`src/rtl/pwm3_pkg.sv`:
```
package pwm3_pkg;
  localparam int CW   = 10;
  localparam int DW   = 8;
  localparam int NCH  = 3;
  localparam int NTAP = 8;

  // divider exponent for each clock-select code below NTAP
  function automatic int tap_shift(input int i);
    case (i)
      0, 1, 2, 3, 4: return i;
      5:             return 6;
      6:             return 8;
      default:       return 10;
    endcase
  endfunction
endpackage

```
`src/rtl/pwm_tick_gen.sv`:
```
module pwm_tick_gen
  import pwm3_pkg::*;
#(
  parameter int N_TAP = NTAP,
  parameter int SEL_W = $clog2(NTAP + 1)
) (
  input  logic             clk_i,
  input  logic             rst_ni,
  input  logic             run_i,
  input  logic [SEL_W-1:0] sel_i,
  input  logic             ext_clk_i,
  output logic             tick_o
);
  localparam int DIV_W = tap_shift(N_TAP - 1);
  localparam int IDX_W = $clog2(N_TAP);

  logic [DIV_W-1:0] div_q;
  logic [N_TAP-1:0] tap;
  logic [2:0]       ext_sync_q;
  logic             ext_rise;

  always_ff @(posedge clk_i or negedge rst_ni)
    if (!rst_ni)     div_q <= '0;
    else if (!run_i) div_q <= '0;
    else             div_q <= div_q + 1'b1;

  for (genvar i = 0; i < N_TAP; i++) begin : g_tap
    localparam int SH = tap_shift(i);
    if (SH == 0) begin : g_full
      assign tap[i] = 1'b1;
    end else begin : g_div
      assign tap[i] = &div_q[SH-1:0];
    end
  end

  always_ff @(posedge clk_i or negedge rst_ni)
    if (!rst_ni) ext_sync_q <= '0;
    else         ext_sync_q <= {ext_sync_q[1:0], ext_clk_i};

  assign ext_rise = ext_sync_q[1] & ~ext_sync_q[2];

  always_comb begin
    tick_o = 1'b0;
    if (run_i) begin
      if (sel_i < SEL_W'(N_TAP))       tick_o = tap[sel_i[IDX_W-1:0]];
      else if (sel_i == SEL_W'(N_TAP)) tick_o = ext_rise;
    end
  end
endmodule

```
`src/rtl/pwm_base_cnt.sv`:
```
module pwm_base_cnt
  import pwm3_pkg::*;
#(
  parameter int C_W = CW
) (
  input  logic           clk_i,
  input  logic           rst_ni,
  input  logic           run_i,
  input  logic           tick_i,
  input  logic [C_W-1:0] per_sh_i,
  output logic [C_W-1:0] cnt_o,
  output logic [C_W-1:0] per_act_o,
  output logic           wrap_o,
  output logic           load_o
);
  logic [C_W-1:0] cnt_q, per_q;

  assign wrap_o    = run_i && tick_i && (cnt_q == per_q);
  assign load_o    = !run_i || wrap_o;
  assign cnt_o     = cnt_q;
  assign per_act_o = per_q;

  always_ff @(posedge clk_i or negedge rst_ni)
    if (!rst_ni) begin
      cnt_q <= '0;
      per_q <= '0;
    end else begin
      if (load_o)      per_q <= per_sh_i;
      if (load_o)      cnt_q <= '0;
      else if (tick_i) cnt_q <= cnt_q + 1'b1;
    end


  cnt_bound_chk: assert property (@(posedge clk_i) disable iff (!rst_ni)
    cnt_q <= per_q);

  cnt_wrap_chk: assert property (@(posedge clk_i) disable iff (!rst_ni)
    (run_i && tick_i && cnt_q == per_q) |=> (cnt_q == '0));
endmodule

```
`src/rtl/pwm_chan.sv`:
```
module pwm_chan
  import pwm3_pkg::*;
#(
  parameter int C_W = CW
) (
  input  logic           clk_i,
  input  logic           rst_ni,
  input  logic           run_i,
  input  logic           tick_i,
  input  logic           wrap_i,
  input  logic [C_W-1:0] cnt_i,
  input  logic [C_W-1:0] per_act_i,
  input  logic [C_W-1:0] duty_sh_i,
  input  logic           pol_i,
  output logic           pwm_o
);
  logic [C_W-1:0] duty_q;
  logic           sr_q;
  logic           set_c, rst_c;

  // set at frame start (or while idle) unless the incoming duty is zero
  assign set_c = (!run_i || wrap_i) && (duty_sh_i != '0);
  assign rst_c = ((!run_i || wrap_i) && (duty_sh_i == '0)) ||
                 (run_i && tick_i && !wrap_i && (duty_q < per_act_i) &&
                  ({1'b0, cnt_i} + (C_W+1)'(1) == {1'b0, duty_q}));

  always_ff @(posedge clk_i or negedge rst_ni)
    if (!rst_ni) begin
      duty_q <= '0;
      sr_q   <= 1'b0;
    end else begin
      if (!run_i || wrap_i) duty_q <= duty_sh_i;
      if (set_c)            sr_q <= 1'b1;
      else if (rst_c)       sr_q <= 1'b0;
    end

  assign pwm_o = run_i ? (sr_q ^ pol_i) : ~pol_i;


  duty_zero_chk: assert property (@(posedge clk_i) disable iff (!rst_ni)
    (duty_q == '0) |-> !sr_q);

  duty_full_chk: assert property (@(posedge clk_i) disable iff (!rst_ni)
    (duty_q != '0 && duty_q >= per_act_i) |-> sr_q);
endmodule

```
`src/rtl/pwm3_shared_period.sv`:
```
module pwm3_shared_period
  import pwm3_pkg::*;
#(
  parameter int C_W   = CW,
  parameter int D_W   = DW,
  parameter int N_CH  = NCH,
  parameter int N_TAP = NTAP,
  localparam int HW    = C_W - D_W,
  localparam int AW    = $clog2(N_CH + 5),
  localparam int SEL_W = $clog2(N_TAP + 1)
) (
  input  logic            clk_i,
  input  logic            rst_ni,
  input  logic            wr_en_i,
  input  logic [AW-1:0]   wr_addr_i,
  input  logic [D_W-1:0]  wr_data_i,
  input  logic            ext_clk_i,
  output logic [C_W-1:0]  cnt_o,
  output logic [N_CH-1:0] pwm_o,
  output logic            irq_o
);
  localparam logic [AW-1:0] A_PER  = '0;
  localparam logic [AW-1:0] A_HI   = AW'(N_CH + 1);
  localparam logic [AW-1:0] A_CTRL = AW'(N_CH + 2);
  localparam logic [AW-1:0] A_SEL  = AW'(N_CH + 3);
  localparam logic [AW-1:0] A_CLR  = AW'(N_CH + 4);

  logic [D_W-1:0]             per_lo_q, hi_q;
  logic [N_CH-1:0][D_W-1:0]   duty_lo_q;
  logic                       run_q, irq_en_q, irq_q;
  logic [N_CH-1:0]            pol_q;
  logic [SEL_W-1:0]           sel_q;
  logic [C_W-1:0]             per_sh, per_act;
  logic [N_CH-1:0][C_W-1:0]   duty_sh;
  logic                       tick, wrap, load, clr_req;

  always_ff @(posedge clk_i or negedge rst_ni)
    if (!rst_ni) begin
      per_lo_q <= '0;
      hi_q     <= '0;
      run_q    <= 1'b0;
      irq_en_q <= 1'b0;
      pol_q    <= '0;
      sel_q    <= '0;
    end else if (wr_en_i) begin
      case (wr_addr_i)
        A_PER:  per_lo_q <= wr_data_i;
        A_HI:   hi_q     <= wr_data_i;
        A_CTRL: begin
          run_q    <= wr_data_i[0];
          irq_en_q <= wr_data_i[1];
          pol_q    <= wr_data_i[2 +: N_CH];
        end
        A_SEL:  sel_q <= wr_data_i[SEL_W-1:0];
        default: ;
      endcase
    end

  for (genvar c = 0; c < N_CH; c++) begin : g_duty_reg
    always_ff @(posedge clk_i or negedge rst_ni)
      if (!rst_ni)                                  duty_lo_q[c] <= '0;
      else if (wr_en_i && wr_addr_i == AW'(c + 1))  duty_lo_q[c] <= wr_data_i;
    assign duty_sh[c] = {hi_q[(c+1)*HW +: HW], duty_lo_q[c]};
  end

  assign per_sh  = {hi_q[0 +: HW], per_lo_q};
  assign clr_req = wr_en_i && (wr_addr_i == A_CLR) && wr_data_i[0];

  pwm_tick_gen #(.N_TAP(N_TAP), .SEL_W(SEL_W)) u_tick (
    .clk_i, .rst_ni, .run_i(run_q), .sel_i(sel_q), .ext_clk_i, .tick_o(tick)
  );

  pwm_base_cnt #(.C_W(C_W)) u_cnt (
    .clk_i, .rst_ni, .run_i(run_q), .tick_i(tick), .per_sh_i(per_sh),
    .cnt_o, .per_act_o(per_act), .wrap_o(wrap), .load_o(load)
  );

  for (genvar c = 0; c < N_CH; c++) begin : g_ch
    pwm_chan #(.C_W(C_W)) u_ch (
      .clk_i, .rst_ni, .run_i(run_q), .tick_i(tick), .wrap_i(wrap),
      .cnt_i(cnt_o), .per_act_i(per_act), .duty_sh_i(duty_sh[c]),
      .pol_i(pol_q[c]), .pwm_o(pwm_o[c])
    );
  end

  always_ff @(posedge clk_i or negedge rst_ni)
    if (!rst_ni)      irq_q <= 1'b0;
    else if (wrap)    irq_q <= 1'b1;
    else if (clr_req) irq_q <= 1'b0;

  assign irq_o = irq_q & irq_en_q;


  irq_set_chk: assert property (@(posedge clk_i) disable iff (!rst_ni)
    wrap |=> irq_q);

  irq_clr_chk: assert property (@(posedge clk_i) disable iff (!rst_ni)
    (clr_req && !wrap) |=> !irq_q);

  per_hold_chk: assert property (@(posedge clk_i) disable iff (!rst_ni)
    !$past(load) |-> $stable(per_act));
endmodule

```
`config.mk`:
```
export PLATFORM = sky130hd
export DESIGN_NAME = pwm3_shared_period
export DESIGN_NICKNAME = d
export VERILOG_FILES = /design/src/rtl/pwm3_pkg.sv /design/src/rtl/pwm_tick_gen.sv /design/src/rtl/pwm_base_cnt.sv /design/src/rtl/pwm_chan.sv /design/src/rtl/pwm3_shared_period.sv
export SDC_FILE = /design/constraint.sdc
export NUM_CORES = 1
export LEC_CHECK = 0
export BUFFER_PORTS_ARGS = -buffer_cell sky130_fd_sc_hd__buf_2
export CAP_MARGIN = 20
export CORE_MARGIN = 1.5
export CORE_UTILIZATION = 45
export DETAILED_ROUTE_END_ITERATION = 7
export GPL_ROUTABILITY_DRIVEN = 0
export HOLD_SLACK_MARGIN = 0.1
export PLACE_DENSITY_LB_ADDON = 0.15
export SKIP_CTS_REPAIR_TIMING = 1
export SLEW_MARGIN = 20
export SYNTH_ARGS = -nofsm -noshare
export SYNTH_HDL_FRONTEND = slang
export SYNTH_SLANG_ARGS = --single-unit
```
`constraint.sdc`:
```
create_clock -name clk_i -period 3.1 [get_ports clk_i]
set_clock_uncertainty 0.05 [all_clocks]
set_input_delay 0.31 -clock clk_i [delete_from_list [all_inputs] [get_ports clk_i]]
set_output_delay 0.31 -clock clk_i [all_outputs]
set_load 0.02 [all_outputs]
```
Word-level counts from Yosys, hierarchy flattened

Index checks and enable logic that the tools add are counted.

$add $sub $neg: 3
Magnitude comparators: 5
Eq/ne operators: 12
Muxes and demuxes: 19
Bitwise logic cells: 9
Reductions and logical operators: 48

Operator list:

| operator                                                             | count |
|---|---|
| 11-bit by 10-bit == test with 1-bit output                           | 3 |
| 10-bit zero test                                                     | 3 |
| 10-bit < comparator                                                  | 3 |
| 10-bit two-way mux                                                   | 3 |
| 10-bit nonzero test                                                  | 3 |
| 10-bit by 1-bit adder with 10-bit output, second input constant      | 2 |
| 1-bit logical AND                                                    | 20 |
| 1-bit two-way mux                                                    | 15 |
| 3-bit == test, second input constant                                 | 4 |
| 10-bit by 1-bit adder with 11-bit output, second input constant      | 1 |
| 10-bit == test                                                       | 1 |
| 10-bit AND reduction                                                 | 1 |
| 2-bit AND reduction                                                  | 5 |
| 2-bit nonzero test                                                   | 5 |
| 8-bit AND reduction                                                  | 1 |
| 3-bit by 2-bit == test with 1-bit output, second input constant      | 2 |
| 6-bit AND reduction                                                  | 1 |
| 4-bit == test, second input constant                                 | 1 |
| 1-bit logical OR                                                     | 4 |
| 3-bit by 4-bit < comparator with 1-bit output, second input constant | 1 |
| 4-bit < comparator, second input constant                            | 1 |
| 1-bit inverter                                                       | 4 |
| 4-bit AND reduction                                                  | 1 |
| 1-bit binary-select mux with 3-bit select                            | 1 |
| 6 further kinds                                                      | 10 |

Flip-flop bits (word level): 116
Input bits: 15
Output and inout bits: 14
Word-level logic and storage cells: 116

Longest topological paths before layout

Gate-level depths: netlist (run 1).

Depth after elaboration: 14
Mapped depth: 9
Depth with buffers taken out: 8

Hierarchy

A second synthesis (run 1) with hierarchy kept.

Cell total of the unflattened synthesis: 572
Area total of the unflattened synthesis: 6591.3 µm²

By module, submodules not included:

| module                      | instances | cells each | area an instance (µm²) | sequential area each (µm²) |
|---|---|---|---|---|
| pwm_chan (g_ch[1].u_ch ...) | 2         | 105        | 1007.2                 | 275.3 |
| pwm3_shared_period          | 1         | 115        | 1936.9                 | 1251.2 |
| pwm_base_cnt                | 1         | 85         | 1034.7                 | 500.5 |
| pwm_chan (g_ch[0].u_ch)     | 1         | 103        | 975.9                  | 275.3 |
| pwm_tick_gen                | 1         | 59         | 629.4                  | 325.3 |

Worst setup path before layout (run 1)

Ideal clock, no wire load.

Path kind: register to register
Start point: reg u_tick.div_q[0]
End point: reg g_ch[0].u_ch.duty_q[0]
Library setup time: 125 ps
Arrival time: 2100 ps
Required time: 2925 ps
Path slack: 825 ps
Cell stages (with the launch flop): 9
Buffers on the path: 1
Clock period less this slack: 2275 ps
Cells stage by stage: dfrtp_1 -> ha_1 -> ha_1 -> mux2i_1 -> a2111oi_0 -> a221oi_2 -> o21ai_4 -> buf_4 -> mux2_2

Cells in the longest elaborated chain, start to end: 8
Elaborated cells on any way between the ends: 13
Those cells by class: mux (4); reduce/logical (9)

Ends and longest elaborated chain:

| what                                               | line               | source |
|---|---|---|
| from (decl)                                        | pwm_tick_gen.sv:17 | `logic [DIV_W-1:0] div_q;` |
| from (signal assigned)                             | pwm_tick_gen.sv:25 | `else div_q <= div_q + 1'b1;` |
| 10-bit AND reduction, or another cell as far along | pwm_tick_gen.sv:32 | `assign tap[i] = &div_q[SH-1:0];` |
| 1-bit binary-select mux with 3-bit select (*)      | pwm_tick_gen.sv:45 | `if (sel_i < SEL_W'(N_TAP)) tick_o = tap[sel_i[IDX_W-1:0]];` |
| 1-bit two-way mux (not written as such) (*)        | pwm_tick_gen.sv:45 |  |
| 1-bit two-way mux (*)                              | pwm_tick_gen.sv:45 |  |
| 1-bit two-way mux (*)                              | pwm_tick_gen.sv:44 | `if (run_i) begin` |
| 1-bit logical AND (*) (2 in a row)                 | pwm_base_cnt.sv:18 | `assign wrap_o = run_i && tick_i && (cnt_q == per_q);` |
| 1-bit logical OR (*)                               | pwm_chan.sv:32     | `if (!run_i \|\| wrap_i) duty_q <= duty_sh_i;` |
| to (signal assigned)                               | pwm_chan.sv:32     |  |
| to (decl)                                          | pwm_chan.sv:17     | `logic [C_W-1:0] duty_q;` |

Every way passes the cells marked *; elsewhere a longest branch is shown, timed or not. The select of a mux whose other input is x is not followed.
A chain may end at the register's enable or synchronous reset.

Final worst setup path (run 1)

Start point: reg u_tick.div_q[0]
End point: reg g_ch[2].u_ch.duty_q[8]

Cells in the longest elaborated chain, start to end: 8
Elaborated cells on any way between the ends: 13
Those cells by class: mux (4); reduce/logical (9)

Ends and longest elaborated chain:

| what                                               | line |
|---|---|
| 10-bit AND reduction, or another cell as far along | pwm_tick_gen.sv:32 |
| 1-bit binary-select mux with 3-bit select (*)      | pwm_tick_gen.sv:45 |
| 1-bit two-way mux (not written as such) (*)        | pwm_tick_gen.sv:45 |
| 1-bit two-way mux (*)                              | pwm_tick_gen.sv:45 |
| 1-bit two-way mux (*)                              | pwm_tick_gen.sv:44 |
| 1-bit logical AND (*) (2 in a row)                 | pwm_base_cnt.sv:18 |
| 1-bit logical OR (*)                               | pwm_chan.sv:32 |
| to (signal assigned)                               | pwm_chan.sv:32 |
| to (decl)                                          | pwm_chan.sv:17 |

Marked as above.

==> metrics.txt, run 1 <==
kind of critical path=register to register; Slowest cell on crit path=a2111oi_0; Residual DRC=0; Horiz. Die Dim=about 120 µm; setup violators final=0; top cells by area, synth=dfrtp_1 46%, mux2_2 14%, ha_1 6.0%; sinks on the clock net=between 100 and 150; pwr/cell area=869 nW/µm²; leading cell types in the layout, fill and taps excluded=116 x dfrtp_1, 80 x mux2_2, 37 x nand2_1, 30 x ha_1, 27 x buf_2; HPWL after DPL=about 11 mm; global router's overall resource usage=0.230; drt wl/cell=about 20 µm; max_cap viols=0; Syn Area/Cell=~11 µm²; outcome=completed; crit-path cells=ha_1 > ha_1 > mux2i_1 > a2111oi_0 > a221oi_2 > o21ai_4 > buf_12 > mux2_2; Async SR Flop Fraction=1.00; CTS root buf=clkbuf_16; Synth Area in Compound Gates=0.0975; commonest non-fill, non-tap cell in the layout=dfrtp_1; CTS Buf Count=17; total power=around 6400 µW; Final Cycle Share=0.877; Yosys reg bits=between 100 and 150; worst-path fanout max=25; sequential cell area fraction in the yosys report=0.462; Seq pwr share=0.374; multi-input logic area=roughly 3200 µm²; first-pass GRT wire length=approximately 25 mm; Final Hold Fails=0; final wirelength=15.5 mm; Worst slew margin=0.453; via count=approximately 4.4k; largest net degree at the start of global routing=73; Comb pwr share=0.269; core area=about 14,000 µm²; Most common cell on crit path=ha_1; Synth area leader=dfrtp_1; Post-synth EDFFs=0; Buffers on Ports=28; WP buf/inv=1; Critical Path Source Type=register; post-route ant nets=0; slowest stage delay, CP=between 500 and 600 ps; Clock transition at path regs=around 60 ps; static leakage=0.00325 µW; worst-margin pin slew=between 800 and 900 ps; Netlist cell types=between 60 and 70; Die Footprint=between 10,000 and 15,000 µm²; CP Capture Type=register; H-tree levels=4; First DRT Iteration DRCs=between 200 and 300; Post-Synth XOR/XNOR Area=0.0706; Post-Syn Area=between 6000 and 7000 µm²; fillers=roughly 1.3k; Worst-Skew Late Latency=between 400 and 500 ps; internal power=roughly 4300 µW; Main synth FF type=dfrtp_1; switching share of power=0.320; setup TNS=0 ps; Max Buffers Root-to-Sink=2; initial antenna violation count=0; CP arrival=2970 ps; number of global-route vias before repair=about 4.4k; routed vias/inst=~5.7; Register Area=about 2900 µm²; Worst EP required=3350 ps; Clock power frac=0.357; largest family of logic cells by synthesized area=multiplexers; Starting Density=0.456; Die Span Y=between 100 and 150 µm; Final Critical Period=approximately 2700 ps; # diodes=0; final hold slack=between 100 and 150 ps; cell family with the largest share of critical-path delay=compound AO/OA/AOI/OAI gates; top cell type's share of synthesized area=0.462; Syn Inst Count=around 550; fmax=368 MHz; Final #Nets=624; yosys warns=0; Post-Synth Adder-Cell Area=0.0597; RSZ-0062 raised after global routing=false; Net Switching=2040 µW; GR Overflow Total=0; Min-Delay Path Class=input port to register; Synth Area in Simple Gates=0.122; Synth-to-Final Area Change=16.6%; IO Count=29; Initial DRT Pass Iterations=4; fin. max-slew vios=0; CTS tree=yes; Worst VDD drop=approximately 470 µV; mux contribution to synthesized area=0.154; # rows=43; layout cells sized above 1=0.277; syn nets=~590
## per-stage QoR
step,worst slack (ps),cells,cell area [µm²],utilization
floorplan,825,547,6290,-
global placement,471,738,6620,0.481
detailed placement,422,738,6620,0.481
CTS,411,770,7310,0.531
global route,176,772,7330,0.532
finish,383,772,7330,0.532
## final timing paths
path	startpoint	endpoint	slack, ps	depth (start not counted)
worst max register to register	u_tick.div_q[0]$_DFF_PN0_	g_ch[2].u_ch.duty_q[8]$_DFFE_PN0P_	380	8
max in group asynchronous	rst_ni	u_cnt.per_act_o[5]$_DFFE_PN0P_	1780	3
worst max-delay path	u_tick.div_q[0]$_DFF_PN0_	g_ch[2].u_ch.duty_q[8]$_DFFE_PN0P_	380	8
worst min register to register	u_tick.ext_sync_q[0]$_DFF_PN0_	u_tick.ext_sync_q[1]$_DFF_PN0_	300	0
worst min-delay path	wr_data_i[5]	duty_lo_q[13]$_DFFE_PN0P_	150	2
min in group asynchronous	rst_ni	u_tick.div_q[4]$_DFF_PN0_	400	2
## synth_stat cells (3+ instances only)
cell and n:
nor3_1 10, nand2b_1 10, a31oi_1 6, a2111oi_0 4
a211oi_1 3, and2_1 4, xor2_1 19, nand3b_1 4
mux2_2 80, buf_4 8, nor4_1 10, mux2i_1 7
clkbuf_1 10, o21ai_0 25, xnor2_1 24, inv_1 16
or3_1 5, nand4_1 6, dfrtp_1 116, nor2_1 14
buf_2 8, a21o_1 13, xnor3_1 3, nand3_1 14
and4_1 4, nand2_1 37, a21oi_1 13, o211ai_1 5
ha_1 30
## layout make-up
type,count,share of cell area
clock inverter,12,0.0305
multi-input combinational,387,0.433
clock buffer,20,0.0636
tap,180,0.0307
inverter,16,0.00819
timing repair buffer,41,0.0386
sequential,116,0.396
## state kept, by name, summed over array words and instances, names as in the netlist
| name | cells |
|---|---|
| g_ch.u_ch.sr_q | 3 |
| hi_q | 8 |
| u_tick.div_q | 10 |
| irq_q | 1 |
| g_ch.u_ch.duty_q | 30 |
| pol_q | 3 |
| u_tick.ext_sync_q | 3 |
| u_cnt.per_act_o | 10 |
| u_cnt.cnt_o | 10 |
| irq_en_q | 1 |
| per_lo_q | 8 |
| run_q | 1 |
| sel_q | 4 |
| duty_lo_q | 24 |
## power by group through the flow
stage | Clock (µW) | Combinational [µW] | Sequential, µW
final | 2280 | 1710 | 2380
after CTS | 2310 | 1720 | 2370
after global placement | 0 | 1650 | 2370
after detailed placement | 0 | 1700 | 2400
after global routing | 2380 | 1920 | 2430
after floorplan | 0 | 1330 | 2180
## worst reg2reg max path, stage by stage (launching register included)
cell and delay [ps]:
dfrtp_1 400, ha_1 220, ha_1 150, mux2i_1 60, a2111oi_0 550, a221oi_2 160, o21ai_4 410, buf_12 240
mux2_2 360
## logic make-up after synthesis
family / count (synthesis)
buffers and inverters: 44
AO/OA/AOI/OAI: 89
adder cells (fa/ha/maj): 30
XOR/XNOR: 46
flip-flops: 116
multiplexers: 87
AND/OR/NAND/NOR: 135
## metal layers
layer,part of all wire,GRT usage
met1,0.48,0.327
met2,0.46,0.353
met3,0.043,0.0446
met4,0.016,0.0809
met5,0,0
Note: power is estimated with default switching activity, not from simulation.
==> run 2, diff against run 1 <==
--- a/config.mk
+++ b/config.mk
@@ -11,10 +11,12 @@
 export CORE_UTILIZATION = 45
 export DETAILED_ROUTE_END_ITERATION = 7
 export GPL_ROUTABILITY_DRIVEN = 0
+export GPL_TIMING_DRIVEN = 1
 export HOLD_SLACK_MARGIN = 0.1
 export PLACE_DENSITY_LB_ADDON = 0.15
 export SKIP_CTS_REPAIR_TIMING = 1
 export SLEW_MARGIN = 20
 export SYNTH_ARGS = -nofsm -noshare
 export SYNTH_HDL_FRONTEND = slang
+export SYNTH_HIERARCHICAL = 1
 export SYNTH_SLANG_ARGS = --single-unit
==> run 2 against run 1 <==
  * Via count rose by 8.5%
  * Setup slack got worse by 270 ps
  * Sequential cell count did not move
  * Sequential share of layout area fell by 2.3 points
  * Count of clock-buffer cells in the layout fell by 2
  * Die area rose by 4.7%
  * Global-route usage rose by 0.38 points
  * Design area rose by 6.2%
  * First-iteration DRC count rose by 29%
  * Synthesized cell count rose by 4.6%
  * Fmax fell by 9.1%
  * Area after synthesis rose by 4.8%
  * Largest power group unchanged
==> metrics.txt, run 2 <==
Main synth FF type=dfrtp_1 (unchanged); Most Crowded Layer GR=met2 (unchanged); worst-path fanout max=12 (was 25); core area=14,400 µm² (was 13,800 µm²); CTS tree=yes (unchanged); fin. max-slew vios=0 (unchanged); Worst-Skew Late Latency=420 ps (about the same); via count=4,770 (was 4,398); Syn Area/Cell=11.5 µm² (about the same); Final Hold Fails=0 (unchanged); kind of critical path=register to register (unchanged); first-pass GRT wire length=26.6 mm (was 24.9 mm); number of global-route vias before repair=4,730 (was 4,423); Starting Density=0.457 (was 0.456); GRT met1 Usage=0.330 (was 0.327); CTS Buf Count=17 (unchanged); most frequent cells after synthesis=116 x dfrtp_1, 71 x mux2_2, 37 x inv_1 (was 116 x dfrtp_1, 80 x mux2_2, 37 x nand2_1); top cells by area, synth=dfrtp_1 44%, mux2_2 12%, ha_1 6.3% (was dfrtp_1 46%, mux2_2 14%, ha_1 6.0%); H-tree levels=4 (unchanged); CTS root buf=clkbuf_16 (unchanged); layout cells sized above 1=0.292 (was 0.277); Clock power frac=0.337 (was 0.357); HPWL after DPL=11.9 mm (was 11.5 mm); top cell type's share of synthesized area=0.440 (was 0.462); syn nets=620 (was 592); Post-Syn Area=6590 µm² (was 6290 µm²); static leakage=0.00337 µW (was 0.00325 µW); fmax=334 MHz (was 368 MHz); Final #Nets=682 (was 624); Final Critical Period=2990 ps (was 2720 ps); max_cap viols=0 (unchanged); Die Span Y=124 µm (was 121 µm); Final Cycle Share=0.964 (was 0.877); commonest non-fill, non-tap cell in the layout=dfrtp_1 (unchanged); outcome=completed (unchanged); # rows=44 (was 43); Min-Delay Path Class=input port to register (unchanged); Worst slew margin=0.331 (was 0.453); worst slack, placed=-27.4 ps (was 422 ps); Synth area leader=dfrtp_1 (unchanged); yosys warns=6 (was 0); Die Footprint=15,400 µm² (was 14,700 µm²); setup violators final=0 (unchanged); final wirelength=16.4 mm (was 15.5 mm); placed cells=797 (was 738); Clock transition at path regs=60 ps (about the same); Net Switching=2100 µW (was 2040 µW); fin util=0.540 (was 0.532); Residual DRC=0 (unchanged); crit-path cells=ha_1 > ha_1 > mux2i_1 > o221ai_1 > o211a_1 > nand2_1 > nor4_2 > and3_4 > nor2b_1 > mux2_2 (was ha_1 > ha_1 > mux2i_1 > a2111oi_0 > a221oi_2 > o21ai_4 > buf_12 > mux2_2); GR Overflow Total=0 (unchanged); biggest regs=g_ch.u_ch/duty_q (30), duty_lo_q (24) (was g_ch.u_ch.duty_q (30), duty_lo_q (24)); initial antenna violation count=0 (unchanged); switching share of power=0.334 (was 0.320); worst-margin pin slew=1000 ps (was 816 ps); Worst VDD drop=484 µV (was 467 µV); sequential cell area fraction in the yosys report=0.440 (was 0.462); First DRT Iteration DRCs=334 (was 258); largest register by flop count=g_ch.u_ch/duty_q (was g_ch.u_ch.duty_q); WP buf/inv=0 (was 1); Worst EP required=3340 ps (was 3350 ps); Critical Path Source Type=register (unchanged); cell family with the largest share of critical-path delay=simple AND/OR/NAND/NOR gates (was compound AO/OA/AOI/OAI gates); internal power=4190 µW (was 4330 µW); Comb pwr share=0.284 (was 0.269); sinks on the clock net=116 (unchanged); Buffers on Ports=28 (unchanged); Yosys reg bits=116 (unchanged); Syn Inst Count=572 (was 547); GR Util met3=0.0375 (was 0.0446); CP Capture Type=register (unchanged); Initial DRT Pass Iterations=4 (unchanged); setup ws final=110 ps (was 383 ps); Seq pwr share=0.379 (was 0.374); Synth-to-Final Area Change=18.1% (was 16.6%); Post-synth EDFFs=0 (unchanged); pwr/cell area=808 nW/µm² (was 869 nW/µm²); setup TNS=0 ps (unchanged); largest net degree at the start of global routing=62 (was 73); Slowest cell on crit path=nor2b_1 (was a2111oi_0); Most common cell on crit path=ha_1 (unchanged); routed vias/inst=5.74 (was 5.70); CP arrival=3230 ps (was 2970 ps); most frequent cell after synthesis=dfrtp_1 (unchanged); slowest stage delay, CP=780 ps (was 550 ps); Max Buffers Root-to-Sink=2 (unchanged); total power=6290 µW (was 6370 µW); Netlist cell types=67 (was 61); post-route insts no fill=831 (was 772); drt wl/cell=19.8 µm (was 20.0 µm); # diodes=0 (unchanged); global router's overall resource usage=0.234 (was 0.230); Horiz. Die Dim=124 µm (was 121 µm); grt met2 use=0.370 (was 0.353); Async SR Flop Fraction=1.00 (unchanged); IO Count=29 (unchanged); Largest register FFs=30 (unchanged); leading cell types in the layout, fill and taps excluded=116 x dfrtp_1, 71 x mux2_2, 37 x inv_1, 33 x ha_1, 32 x nor2_1 (was 116 x dfrtp_1, 80 x mux2_2, 37 x nand2_1, 30 x ha_1, 27 x buf_2); post-route ant nets=0 (unchanged)
## run 2: cell count changes after synthesis, moves of 8 or more
cell	previous run	this run
mux2_4	0	8
o21ai_0	25	15
clkbuf_1	10	1
mux2_1	0	12
inv_1	16	37
nor2_1	14	32
a21o_1	13	2
mux2_2	80	71
nor2b_1	0	8
nand2_1	37	21
## run 2: layer usage
metal  part of all wire  vias up
li1                   -     2226
met1               0.48     2441
met2               0.47       88
met3              0.037       15
met4              0.012        0
met5                  0        -
## run 2: metrics by stage
stage	cell area, µm²	hold WS [ps]
after floorplan	6590	-35.6
after global placement	7090	229
after detailed placement	7090	231
after CTS	7720	-217
after global routing	7790	148
final	7790	135
## run 2: path summary, 6_finish.rpt
kind / start / end / slack, ps / cells past startpoint
max: u_tick/div_q[1]$_DFF_PN0_ / g_ch[1].u_ch/duty_q[5]$_DFFE_PN0P_ / 110 / 10
max reg2reg: u_tick/div_q[1]$_DFF_PN0_ / g_ch[1].u_ch/duty_q[5]$_DFFE_PN0P_ / 110 / 10
max in group asynchronous: rst_ni / hi_q[1]$_DFFE_PN0P_ / 1940 / 3
min in group asynchronous: rst_ni / g_ch[2].u_ch/duty_q[6]$_DFFE_PN0P_ / 330 / 2
min: wr_en_i / irq_q$_DFFE_PN0P_ / 140 / 2
min reg2reg: u_tick/ext_sync_q[1]$_DFF_PN0_ / u_tick/ext_sync_q[2]$_DFF_PN0_ / 320 / 0
## run 2: cell families after synthesis
group           after synthesis  synth area share
mux                         100             0.174
compound gates               80            0.0898
xor+xnor                     56            0.0744
buf+inv                      49            0.0334
fa+ha+maj                    33            0.0626
simple gates                138             0.126
flops                       116             0.440
## run 2: power by group through the flow
stage	clock network, µW	logic (µW)	registers (µW)
after floorplan	0	1350	2210
after global routing	2240	2000	2440
after detailed placement	0	1730	2410
final	2120	1790	2390
after CTS	2160	1750	2380
after global placement	0	1660	2390
## run 2: layout make-up
cell class | count | area (µm²)
clock buffers | 18 | 439
clock inverters | 14 | 200
inverters | 38 | 143
multi-input cells | 407 | 3520
well taps | 184 | 230
flip-flops and latches | 116 | 2900
fillers | 1268 | 6640
repair buffers | 54 | 355
==> run 3, diff against run 2 <==
--- a/config.mk
+++ b/config.mk
@@ -7,6 +7,7 @@
 export LEC_CHECK = 0
 export BUFFER_PORTS_ARGS = -buffer_cell sky130_fd_sc_hd__buf_2
 export CAP_MARGIN = 20
+export CORE_ASPECT_RATIO = 1.25
 export CORE_MARGIN = 1.5
 export CORE_UTILIZATION = 45
 export DETAILED_ROUTE_END_ITERATION = 7
@@ -14,6 +15,7 @@
 export GPL_TIMING_DRIVEN = 1
 export HOLD_SLACK_MARGIN = 0.1
 export PLACE_DENSITY_LB_ADDON = 0.15
+export REMOVE_ABC_BUFFERS = 1
 export SKIP_CTS_REPAIR_TIMING = 1
 export SLEW_MARGIN = 20
 export SYNTH_ARGS = -nofsm -noshare
==> run 3 against run 2 <==
  * Critical path depth up 3
  * Sequential cell count unchanged
  * Cell count fell by 0.24%
  * Combinational power increased by 5%
  * Via count fell by 0.48%
  * Register-to-register slack about the same
  * Core utilization grew 0.13 points
  * Non-clock buffer count increased by 4
==> metrics.txt, run 3 (same netlist as run 2, synthesis figures left out) <==
via count=4,747 (was 4,770); CTS root buf=clkbuf_16 (unchanged); First DRT Iteration DRCs=251 (was 334); CP arrival=3220 ps (was 3230 ps); worst-margin pin slew=715 ps (was 1000 ps); global router's overall resource usage=0.230 (was 0.234); setup TNS=0 ps (unchanged); sinks on the clock net=116 (unchanged); # rows=49 (was 44); fillers=1,297 (was 1,268); drt wl/cell=20.3 µm (was 19.8 µm); Starting Density=0.459 (was 0.457); commonest non-fill, non-tap cell in the layout=dfrtp_1 (unchanged); GR Overflow Total=0 (unchanged); slowest stage delay, CP=400 ps (was 780 ps); Die Span Y=138 µm (was 124 µm); WP buf/inv=0 (unchanged); Max Buffers Root-to-Sink=2 (unchanged); core area=14,300 µm² (was 14,400 µm²); Final #Nets=686 (was 682); internal power=4130 µW (was 4190 µW); Worst slew margin=0.522 (was 0.331); routed vias/inst=5.73 (was 5.74); Slowest cell on crit path=dfrtp_1 (was nor2b_1); Worst VDD drop=401 µV (was 484 µV); CTS Buf Count=17 (unchanged); post-route ant nets=0 (unchanged); static leakage=0.00338 µW (was 0.00337 µW); Buffers on Ports=28 (unchanged); worst-path fanout max=5 (was 12); first-pass GRT wire length=27.0 mm (was 26.6 mm); Residual DRC=0 (unchanged); crit-path cells=ha_1 > ha_1 > mux2i_1 > o221ai_1 > o211a_1 > nand2_1 > nor4_2 > and3_2 > nand4bb_1 > a2111oi_2 > o2111ai_1 > a2111oi_2 > a21oi_2 (was ha_1 > ha_1 > mux2i_1 > o221ai_1 > o211a_1 > nand2_1 > nor4_2 > and3_4 > nor2b_1 > mux2_2); setup violators final=0 (unchanged); Synth-to-Final Area Change=17.8% (was 18.1%); Final Critical Period=2990 ps (about the same); CTS tree=yes (unchanged); Horiz. Die Dim=111 µm (was 124 µm); kind of critical path=register to register (unchanged); post-route cell area=7760 µm² (was 7790 µm²); Comb pwr share=0.303 (was 0.284); Clock power frac=0.320 (was 0.337); fin. max-slew vios=0 (unchanged); cell family with the largest share of critical-path delay=compound AO/OA/AOI/OAI gates (was simple AND/OR/NAND/NOR gates); Critical Path Source Type=register (unchanged); biggest regs=g_ch.u_ch/duty_q (30), duty_lo_q (24) (unchanged); final wirelength=16.8 mm (was 16.4 mm); Final Cycle Share=0.963 (was 0.964); largest register by flop count=g_ch.u_ch/duty_q (unchanged); CP Capture Type=register (unchanged); Final Hold Fails=0 (unchanged); leading cell types in the layout, fill and taps excluded=116 x dfrtp_1, 71 x mux2_2, 37 x inv_1, 33 x ha_1, 32 x nor2_1 (unchanged); layout cells sized above 1=0.295 (was 0.292); Initial DRT Pass Iterations=4 (unchanged); total power=6190 µW (was 6290 µW); dpl cell area=7110 µm² (was 7090 µm²); final hold slack=122 ps (was 135 ps); Worst EP required=3330 ps (was 3340 ps); initial antenna violation count=0 (unchanged); outcome=completed (unchanged); HPWL after DPL=12.0 mm (was 11.9 mm); number of global-route vias before repair=4,964 (was 4,730); switching share of power=0.332 (was 0.334); Net Switching=2050 µW (was 2100 µW); Largest register FFs=30 (unchanged); Min-Delay Path Class=input port to register (unchanged); # diodes=0 (unchanged); setup ws final=115 ps (was 110 ps); Worst-Skew Late Latency=410 ps (was 420 ps); max_cap viols=0 (unchanged); H-tree levels=4 (unchanged); IO Count=29 (unchanged); Seq pwr share=0.377 (was 0.379); Die Footprint=15,400 µm² (about the same); RSZ-0062 raised after global routing=true; pwr/cell area=797 nW/µm² (was 808 nW/µm²); worst slack, placed=-23.4 ps (was -27.4 ps); largest net degree at the start of global routing=67 (was 62); fmax=335 MHz (was 334 MHz); Clock transition at path regs=50 ps (was 60 ps)
==> run 3: cell types whose count changed in the layout (fill, tap and decap cells not counted), sizes merged <==
cell,change
clkinv,+1
bufinv,-1
buf,+4
clkbuf,+2
inv,-2
==> run 3: per-stage QoR <==
step,util,cells
2_1_floorplan,-,561
3_3_place_gp,0.496,795
3_5_place_dp,0.496,795
4_1_cts,0.538,827
5_1_grt,0.541,829
6_report,0.541,829
==> run 3: cell type report <==
cell class              count  area (µm²)  area share
multi-input cells         407        3510       0.452
flip-flops and latches    116        2900       0.374
clock buffers              20         447      0.0575
repair buffers             58         385      0.0496
well taps                 178         223      0.0287
clock inverters            12         154      0.0198
inverters                  38         143      0.0184
==> run 3: worst register-to-register path, delay by kind of cell, from the launching register on <==
family | cells | cell delay, ps
multiplexers | 1 | 130
AND/OR/NAND/NOR | 4 | 620
adder cells (fa/ha/maj) | 2 | 430
flip-flops | 1 | 400
AO/OA/AOI/OAI | 6 | 1220
==> run 3: path summary, 6_finish.rpt <==
check,from,to,slack [ps],cells past startpoint
setup / recovery,u_tick/div_q[1]$_DFF_PN0_,g_ch[1].u_ch/sr_q$_DFFE_PN0P_,110,13
setup reg to reg,u_tick/div_q[1]$_DFF_PN0_,g_ch[1].u_ch/sr_q$_DFFE_PN0P_,110,13
min in group asynchronous,rst_ni,u_tick/div_q[9]$_DFF_PN0_,420,2
hold / removal,wr_en_i,irq_q$_DFFE_PN0P_,120,2
max in group asynchronous,rst_ni,g_ch[1].u_ch/duty_q[0]$_DFFE_PN0P_,1800,3
hold reg to reg,u_tick/ext_sync_q[0]$_DFF_PN0_,u_tick/ext_sync_q[1]$_DFF_PN0_,300,0
==> run 3: power groups by stage <==
stage / registers, µW / logic [µW] / clock network, µW
CTS: 2340 / 1850 / 2020
finish: 2330 / 1880 / 1980
floorplan: 2210 / 1320 / 0
global placement: 2340 / 1780 / 0
global route: 2390 / 2100 / 2080
detailed placement: 2360 / 1830 / 0
==> run 3: per-layer routing <==
metal  share of wire  vias up  global-route usage
met1            0.43     2392               0.276
met4           0.034        0               0.109
li1                -     2224                   -
met2            0.50       92               0.394
met3           0.034       39              0.0456
met5               0        -                   0
